### src/rtl/otr_pkg.sv
package otr_pkg;

    typedef enum logic [1:0] {
        OBJ_EMPTY = 2'd0,
        OBJ_GEM   = 2'd1,
        OBJ_BOMB  = 2'd2,
        OBJ_DOOR  = 2'd3
    } obj_code_e;

    localparam logic [7:0] GEM_RGB  = 8'h1F;
    localparam logic [7:0] BOMB_RGB = 8'hE0;
    localparam logic [7:0] DOOR_RGB = 8'h8C;

    typedef struct packed {
        logic       draw;
        logic [7:0] rgb;
    } pix_out_t;

endpackage

### src/rtl/otr_cell_decode.sv
module otr_cell_decode #(
    parameter int X_W        = 10,
    parameter int Y_W        = 9,
    parameter int CELL_SHIFT = 5,
    parameter int COLS       = 20,
    parameter int ROWS       = 15,
    localparam int COL_W     = X_W - CELL_SHIFT,
    localparam int ROW_W     = Y_W - CELL_SHIFT
) (
    input  logic [X_W-1:0]        px_x,
    input  logic [Y_W-1:0]        px_y,
    output logic [COL_W-1:0]      col,
    output logic [ROW_W-1:0]      row,
    output logic [CELL_SHIFT-1:0] ox,
    output logic [CELL_SHIFT-1:0] oy,
    output logic                  in_grid
);

    always_comb begin
        col     = px_x[X_W-1:CELL_SHIFT];
        row     = px_y[Y_W-1:CELL_SHIFT];
        ox      = px_x[CELL_SHIFT-1:0];
        oy      = px_y[CELL_SHIFT-1:0];
        in_grid = (int'(col) < COLS) && (int'(row) < ROWS);
    end

endmodule

### src/rtl/otr_layout.sv
module otr_layout
    import otr_pkg::*;
#(
    parameter int COL_W = 5,
    parameter int ROW_W = 4,
    parameter int LVL_W = 2
) (
    input  logic [LVL_W-1:0] level,
    input  logic [ROW_W-1:0] row,
    input  logic [COL_W-1:0] col,
    output obj_code_e        code
);

    logic [7:0] mix;

    always_comb begin
        mix  = 8'(row) * 8'd3 + 8'(col) * 8'd5 + 8'(level) * 8'd7;
        code = mix[2] ? OBJ_EMPTY : obj_code_e'(mix[1:0]);
    end

endmodule

### src/rtl/otr_bitmap.sv
module otr_bitmap
    import otr_pkg::*;
#(
    parameter int         CELL_SHIFT = 5,
    parameter logic [7:0] TRANSP_KEY = 8'hE3
) (
    input  obj_code_e             code,
    input  logic [CELL_SHIFT-1:0] ox,
    input  logic [CELL_SHIFT-1:0] oy,
    output logic [7:0]            colour
);

    localparam int CELL     = 1 << CELL_SHIFT;
    localparam int HALF     = CELL / 2;
    localparam int GEM_R    = (HALF * 5) / 8;
    localparam int BOMB_R2  = GEM_R * GEM_R;
    localparam int DOOR_LO  = HALF / 4;
    localparam int DOOR_HI  = CELL - 1 - DOOR_LO;
    localparam int DOOR_TOP = HALF / 8;

    int dx;
    int dy;
    int adx;
    int ady;
    logic in_gem;
    logic in_bomb;
    logic in_door;

    always_comb begin
        dx      = int'(ox) - HALF;
        dy      = int'(oy) - HALF;
        adx     = (dx < 0) ? -dx : dx;
        ady     = (dy < 0) ? -dy : dy;
        in_gem  = (adx + ady) <= GEM_R;
        in_bomb = (dx * dx + dy * dy) <= BOMB_R2;
        in_door = (int'(ox) >= DOOR_LO) && (int'(ox) <= DOOR_HI) && (int'(oy) >= DOOR_TOP);
        unique case (code)
            OBJ_GEM:  colour = in_gem  ? GEM_RGB  : TRANSP_KEY;
            OBJ_BOMB: colour = in_bomb ? BOMB_RGB : TRANSP_KEY;
            OBJ_DOOR: colour = in_door ? DOOR_RGB : TRANSP_KEY;
            default:  colour = TRANSP_KEY;
        endcase
    end

endmodule

### src/rtl/otr_erase_grid.sv
module otr_erase_grid #(
    parameter int COLS  = 20,
    parameter int ROWS  = 15,
    parameter int COL_W = 5,
    parameter int ROW_W = 4,
    parameter int LVL_W = 2
) (
    input  logic             clk,
    input  logic             rst_n,
    input  logic [LVL_W-1:0] level,
    input  logic [ROW_W-1:0] rd_row,
    input  logic [COL_W-1:0] rd_col,
    input  logic             rd_valid,
    input  logic             coll_stb,
    input  logic [ROW_W-1:0] coll_row,
    input  logic [COL_W-1:0] coll_col,
    output logic             rd_erased
);

    localparam int CELLS = COLS * ROWS;
    localparam int IDX_W = $clog2(CELLS);

    typedef struct packed {
        logic [CELLS-1:0] mask;
        logic [LVL_W-1:0] lvl;
    } grid_t;

    grid_t            grid_d;
    grid_t            grid_q;
    logic             lvl_same;
    logic             coll_valid;
    logic [IDX_W-1:0] rd_idx;
    logic [IDX_W-1:0] wr_idx;

    always_comb begin
        lvl_same   = (level == grid_q.lvl);
        coll_valid = coll_stb && (int'(coll_row) < ROWS) && (int'(coll_col) < COLS);
        rd_idx     = rd_valid ? IDX_W'(rd_row) * IDX_W'(COLS) + IDX_W'(rd_col) : '0;
        wr_idx     = coll_valid ? IDX_W'(coll_row) * IDX_W'(COLS) + IDX_W'(coll_col) : '0;
        rd_erased  = rd_valid && lvl_same && grid_q.mask[rd_idx];

        grid_d     = grid_q;
        grid_d.lvl = level;
        if (!lvl_same) begin
            grid_d.mask = '0;
        end else if (coll_valid) begin
            grid_d.mask[wr_idx] = 1'b1;
        end
    end

    always_ff @(posedge clk or negedge rst_n) begin
        if (!rst_n) begin
            grid_q <= '0;
        end else begin
            grid_q <= grid_d;
        end
    end

    AST_ERASE_LANDS: assert property (@(posedge clk) disable iff (!rst_n)
        (coll_valid && lvl_same) |=> grid_q.mask[$past(wr_idx)]);

    AST_RANGE_IGNORED: assert property (@(posedge clk) disable iff (!rst_n)
        (coll_stb && !coll_valid && lvl_same) |=> (grid_q.mask == $past(grid_q.mask)));

    AST_LEVEL_CLEARS: assert property (@(posedge clk) disable iff (!rst_n)
        (!lvl_same) |=> (grid_q.mask == '0));

    AST_MASK_HOLDS: assert property (@(posedge clk) disable iff (!rst_n)
        lvl_same |=> ((grid_q.mask & $past(grid_q.mask)) == $past(grid_q.mask)));

    AST_SINGLE_ERASE: assert property (@(posedge clk) disable iff (!rst_n)
        1'b1 |=> ($countones(grid_q.mask & ~$past(grid_q.mask)) <= 1));

endmodule

### src/rtl/obj_tile_renderer.sv
module obj_tile_renderer
    import otr_pkg::*;
#(
    parameter int         X_W        = 10,
    parameter int         Y_W        = 9,
    parameter int         CELL_SHIFT = 5,
    parameter int         COLS       = 20,
    parameter int         ROWS       = 15,
    parameter int         LVL_W      = 2,
    parameter logic [7:0] TRANSP_KEY = 8'hE3,
    localparam int        COL_W      = X_W - CELL_SHIFT,
    localparam int        ROW_W      = Y_W - CELL_SHIFT
) (
    input  logic             clk,
    input  logic             rst_n,
    input  logic [LVL_W-1:0] level,
    input  logic [X_W-1:0]   px_x,
    input  logic [Y_W-1:0]   px_y,
    input  logic             coll_stb,
    input  logic [ROW_W-1:0] coll_row,
    input  logic [COL_W-1:0] coll_col,
    output logic             draw_q,
    output logic [7:0]       rgb_q
);

    logic [COL_W-1:0]      cell_col;
    logic [ROW_W-1:0]      cell_row;
    logic [CELL_SHIFT-1:0] off_x;
    logic [CELL_SHIFT-1:0] off_y;
    logic                  in_grid;
    logic                  erased;
    obj_code_e             layout_code;
    obj_code_e             live_code;
    logic [7:0]            bm_colour;
    pix_out_t              out_d;
    pix_out_t              out_q;

    otr_cell_decode #(
        .X_W(X_W), .Y_W(Y_W), .CELL_SHIFT(CELL_SHIFT), .COLS(COLS), .ROWS(ROWS)
    ) u_decode (
        .px_x(px_x), .px_y(px_y), .col(cell_col), .row(cell_row),
        .ox(off_x), .oy(off_y), .in_grid(in_grid)
    );

    otr_layout #(
        .COL_W(COL_W), .ROW_W(ROW_W), .LVL_W(LVL_W)
    ) u_layout (
        .level(level), .row(cell_row), .col(cell_col), .code(layout_code)
    );

    otr_erase_grid #(
        .COLS(COLS), .ROWS(ROWS), .COL_W(COL_W), .ROW_W(ROW_W), .LVL_W(LVL_W)
    ) u_grid (
        .clk(clk), .rst_n(rst_n), .level(level),
        .rd_row(cell_row), .rd_col(cell_col), .rd_valid(in_grid),
        .coll_stb(coll_stb), .coll_row(coll_row), .coll_col(coll_col),
        .rd_erased(erased)
    );

    always_comb begin
        live_code = (in_grid && !erased) ? layout_code : OBJ_EMPTY;
    end

    otr_bitmap #(
        .CELL_SHIFT(CELL_SHIFT), .TRANSP_KEY(TRANSP_KEY)
    ) u_bitmap (
        .code(live_code), .ox(off_x), .oy(off_y), .colour(bm_colour)
    );

    always_comb begin
        out_d.draw = (bm_colour != TRANSP_KEY);
        out_d.rgb  = out_d.draw ? bm_colour : 8'h00;
    end

    always_ff @(posedge clk or negedge rst_n) begin
        if (!rst_n) begin
            out_q <= '0;
        end else begin
            out_q <= out_d;
        end
    end

    assign draw_q = out_q.draw;
    assign rgb_q  = out_q.rgb;

    AST_KEY_NEVER_DRAWN: assert property (@(posedge clk) disable iff (!rst_n)
        draw_q |-> (rgb_q != TRANSP_KEY));

    AST_EMPTY_SILENT: assert property (@(posedge clk) disable iff (!rst_n)
        (live_code == OBJ_EMPTY) |=> !draw_q);

    AST_ERASED_SILENT: assert property (@(posedge clk) disable iff (!rst_n)
        erased |=> !draw_q);

endmodule

### config.mk
export PLATFORM = sky130hd
export DESIGN_NAME = obj_tile_renderer
export DESIGN_NICKNAME = d
export VERILOG_FILES = /design/src/rtl/otr_pkg.sv /design/src/rtl/otr_cell_decode.sv /design/src/rtl/otr_layout.sv /design/src/rtl/otr_bitmap.sv /design/src/rtl/otr_erase_grid.sv /design/src/rtl/obj_tile_renderer.sv
export SDC_FILE = /design/constraint.sdc
export NUM_CORES = 1
export LEC_CHECK = 0
export BUFFER_PORTS_ARGS = -buffer_cell sky130_fd_sc_hd__buf_2
export CAP_MARGIN = 25
export CORE_MARGIN = 2
export CORE_UTILIZATION = 25
export CTS_CLUSTER_DIAMETER = 150
export DETAILED_ROUTE_END_ITERATION = 10
export GPL_TIMING_DRIVEN = 0
export PLACE_DENSITY = 0.41
export SLEW_MARGIN = 20
export SYNTH_ARGS = -nofsm -noshare
export SYNTH_HDL_FRONTEND = slang
export SYNTH_SLANG_ARGS = --single-unit
### constraint.sdc
create_clock -name clk -period 1.9 [get_ports clk]
set_input_delay 0.19 -clock clk [delete_from_list [all_inputs] [get_ports clk]]
set_output_delay 0.19 -clock clk [all_outputs]
set_load 0.02 [all_outputs]
==> metrics.csv <==
stage,metric,value,unit
sta,Final WS setup,-4313,ps
clock_tree,CTS Buffer Depth,3,
outcome,status,"complete, but fails checks",
global_routing,GRT Overall Usage,20.00,%
placed_design,Buffers on Ports,39,
floorplan,die area,0.07536,mm2
clock_tree,CTS buffer count,39,
sta,worst clock skew,27.67,ps
sta,Final period util,327.0,%
critical_path,Crit path arrival time,6690,ps
critical_path,reg2reg path depth,9,
floorplan,core area,0.07271,mm2
floorplan,Die X,274.5,um
routing,Avg WL per Cell,24.17,um
sta,fmax,161.0,MHz
critical_path,worst r2r src,u_grid.grid_q[248],
sta,final setup violation count,306,
placed_design,Final GP Congestion,0.8776,
logic_synthesis,register area share after synthesis,42.13,%
routing,via count,16373,
clock_tree,# H-tree levels,2,
logic_synthesis,Post-Syn Instances,1943,
logic_synthesis,Yosys top cell by area,dfrtp_1,
critical_path,crit start category,input pin,
floorplan,row count,99,
sta,"Hold Vio Cnt, Final",0,
layout,area added between synthesis and finish,38.27,%
critical_path,Critical Path Slowest Stage Cell,fa_1,
flow_run,maxcap violations,0,
routing,DRC violations left,0,
logic_synthesis,register bit total from synthesis,308,
layout,Final Instance Area,0.02530,mm2
clock_tree,Clock Latency Late Sink,580,ps
logic_synthesis,Area contributors post-synth,"dfrtp_1 42%, a21oi_1 9.8%, nor2_1 8.1%",
layout,ANT cells,0,
logic_synthesis,Synth Warn #,0,
outcome,failing checks,negative setup slack,
sta,relative slew slack,41.52,%
routing,Routed WL,76000,um
clock_tree,Worst-path clk slew,50,ps
sta,Worst Tran Pin Value,870.9,ps
layout,"Core Util, Final",34.79,%
routing,vias per inst,5.208,
layout,layout cell share with drive strength beyond 1,36.57,%
power_and_ir_drop,cell area power density,997.9,mW/mm2
critical_path,crit path to,rgb_q[7],
placed_design,Final HPWL DP,51020,um
logic_synthesis,synthesized area per cell,9.415,um2
critical_path,Setup CP Type,in2reg,
global_routing,number of global-route vias before repair,16372,
logic_synthesis,post-synth top area share,42.13,%
sta,Period minus WS final,6213,ps
floorplan,io pins,42,
critical_path,Worst R2R Setup Slack,-970,ps
global_routing,grt total ovfl,0,
floorplan,Die Ht,274.5,um
clock_tree,CTS Root Cell,clkbuf_16,
global_routing,initial antenna violation count,2,
global_routing,pin count of the biggest net entering global routing,85,
critical_path,crit path from,px_y[3],
sta,fin. max-slew vios,0,
routing,Routed Antenna Nets,0,
sta,RSZ-0062 raised after global routing,yes,
placed_design,Placed Area,0.02123,mm2
critical_path,CP dominant cell by count,fa_1,
global_routing,first-pass GRT wire length,111200,um
logic_synthesis,number of synthesized flops with an enable pin,0,
layout,nets,2338,
clock_tree,Sink Count,308,
routing,DRT iter0 DRCs,1433,
logic_synthesis,Synth cell types,74,
critical_path,Crit. End Element,flop,
logic_synthesis,top_reg_cell synth,dfrtp_1,
power_and_ir_drop,Max VDD drop,1.240,mV
min_path,HP Class,in2async,
critical_path,r2r endpoint,rgb_q[7],
logic_synthesis,cell area after synthesis,0.01829,mm2
routing,1st-pass router iterations,5,
clock_tree,CTS tree,built,
logic_synthesis,Post-synth ARST share,100.0,%
critical_path,"Req. time, crit path",2380,ps
critical_path,CP Max Fanout,3,
power_and_ir_drop,Static Leak,10.54,nW
critical_path,CP max stage delay,560,ps
floorplan,Starting Density,25.16,%
-- metrics by stage --
step	worst slack [ps]	TNS (ps)	std cells	total power, mW	hold slack (ps)
after global placement	-6071	-2203250	2961	15.98	410.4
after detailed placement	-5819	-362880	2976	16.10	237.9
after floorplan	-4313	-193900	1963	13.47	-105.6
after CTS	-4448	-110370	3118	24.83	237.6
final	-4313	-123520	3144	25.24	205.6
after global routing	-4689	-148170	3144	26.86	263.7
-- timing repair --
action                                  CTS  global route
hold buffers                              3             0
buffers inserted                         60            25
hold endpoints to repair                 79             0
cloned                                   16             2
resized for setup                       282           147
endpoints found under the setup margin  306           306
pin swaps                               108            77
-- final cells by class --
class	count	area (um2)
Inverter	100	397.9
Fill cell	7358	47420
Timing Repair Buffer	159	1613
Sequential cell	308	7707
Clock inverter	13	172.7
Tap cell	959	1200
Buffer	124	1212
Clock buffer	53	1129
Multi-Input combinational cell	1428	11860
-- Yosys cell counts, types with 7 or more instances --
| library cell | n |
|---|---|
| a21oi_1 | 358 |
| nor3_1 | 22 |
| nand3_1 | 24 |
| nand2b_1 | 7 |
| inv_1 | 99 |
| mux2_2 | 17 |
| mux4_2 | 36 |
| mux2i_1 | 24 |
| and2_1 | 11 |
| clkbuf_1 | 92 |
| a31oi_1 | 9 |
| a2111oi_0 | 11 |
| ha_1 | 86 |
| buf_2 | 18 |
| nand4_1 | 8 |
| or3_1 | 11 |
| buf_4 | 9 |
| xor2_1 | 15 |
| a21o_1 | 10 |
| o21bai_1 | 7 |
| o21ai_0 | 39 |
| dfrtp_1 | 308 |
| nor2_1 | 394 |
| xnor2_1 | 23 |
| nor3b_1 | 7 |
| o21a_1 | 8 |
| nor2b_1 | 14 |
| fa_1 | 59 |
| o22ai_1 | 12 |
| nand2_1 | 67 |
| a211oi_1 | 10 |
| a221oi_1 | 18 |
-- registers in the layout (all words and copies together) (netlist names) --
signal,cells
rgb_q,5
draw_q,1
u_grid.grid_q,302
-- worst max-delay path: cells and delay by family --
| family | cells | cell delay [ps] |
|---|---|---|
| compound gates | 10 | 1740 |
| xor+xnor | 1 | 160 |
| fa+ha+maj | 9 | 3520 |
| buf+inv | 7 | 490 |
| simple gates | 5 | 620 |
-- kinds of logic (layout without fill, tap and decap cells) --
family | count (synthesis) | after routing | synth area share [%]
muxes | 77 | 77 | 6.792
buffers and inverters | 227 | 449 | 5.171
and+or+nand+nor | 590 | 590 | 13.73
AOI/OAI and AO/OA | 557 | 557 | 18.00
other | 1 | 21 | 0.02050
adders and majority gates | 145 | 145 | 12.34
DFF | 308 | 308 | 42.13
xor gates and xnor gates | 38 | 38 | 1.819
-- placed cells by master, fill, tap and decap left out, types with 10 or more instances in the layout --
master	count
nor2_1	358
dfrtp_1	308
a21oi_2	285
inv_1	88
ha_1	75
buf_4	65
clkbuf_16	58
nand2_1	57
a21oi_1	57
fa_1	53
buf_6	51
clkbuf_1	45
mux4_2	36
o21ai_0	36
buf_2	31
buf_8	30
nor2_4	28
mux2i_1	24
conb_1	21
xnor2_1	20
clkbuf_4	19
nand3_1	18
a221oi_1	18
a21oi_4	18
mux2_2	17
clkbuf_8	13
nor2b_1	13
nor3_1	13
xor2_1	12
o22ai_1	12
a21o_1	10
and2_1	10
-- routing by layer --
layer  up-vias  global-route usage, %  wire [um]
met5         -                      0         13
met2       540                  32.55      35830
li1       7218                      -          -
met1      8496                  27.88      34130
met4         2                  5.049       1963
met3       117                  2.855       4066
-- worst min-delay path by stage --
stage	start	end	slack, ps	depth (start not counted)
after CTS	rst_n	u_grid.grid_q[206]	240	2
after global placement	level[1]	u_grid.grid_q[1]	410	1
after global routing	rst_n	u_grid.grid_q[207]	260	2
after floorplan	rst_n	draw_q	-110	0
final	rst_n	u_grid.grid_q[207]	210	2
after detailed placement	rst_n	u_grid.grid_q[207]	240	1
-- power breakdown --
group          internal [mW]  total, mW  switching (mW)
Clock                   4.57       7.63            3.06
Sequential              6.60       6.61          0.0153
Combinational           4.36       11.0            6.63
Note: power is estimated with default switching activity, not from simulation.
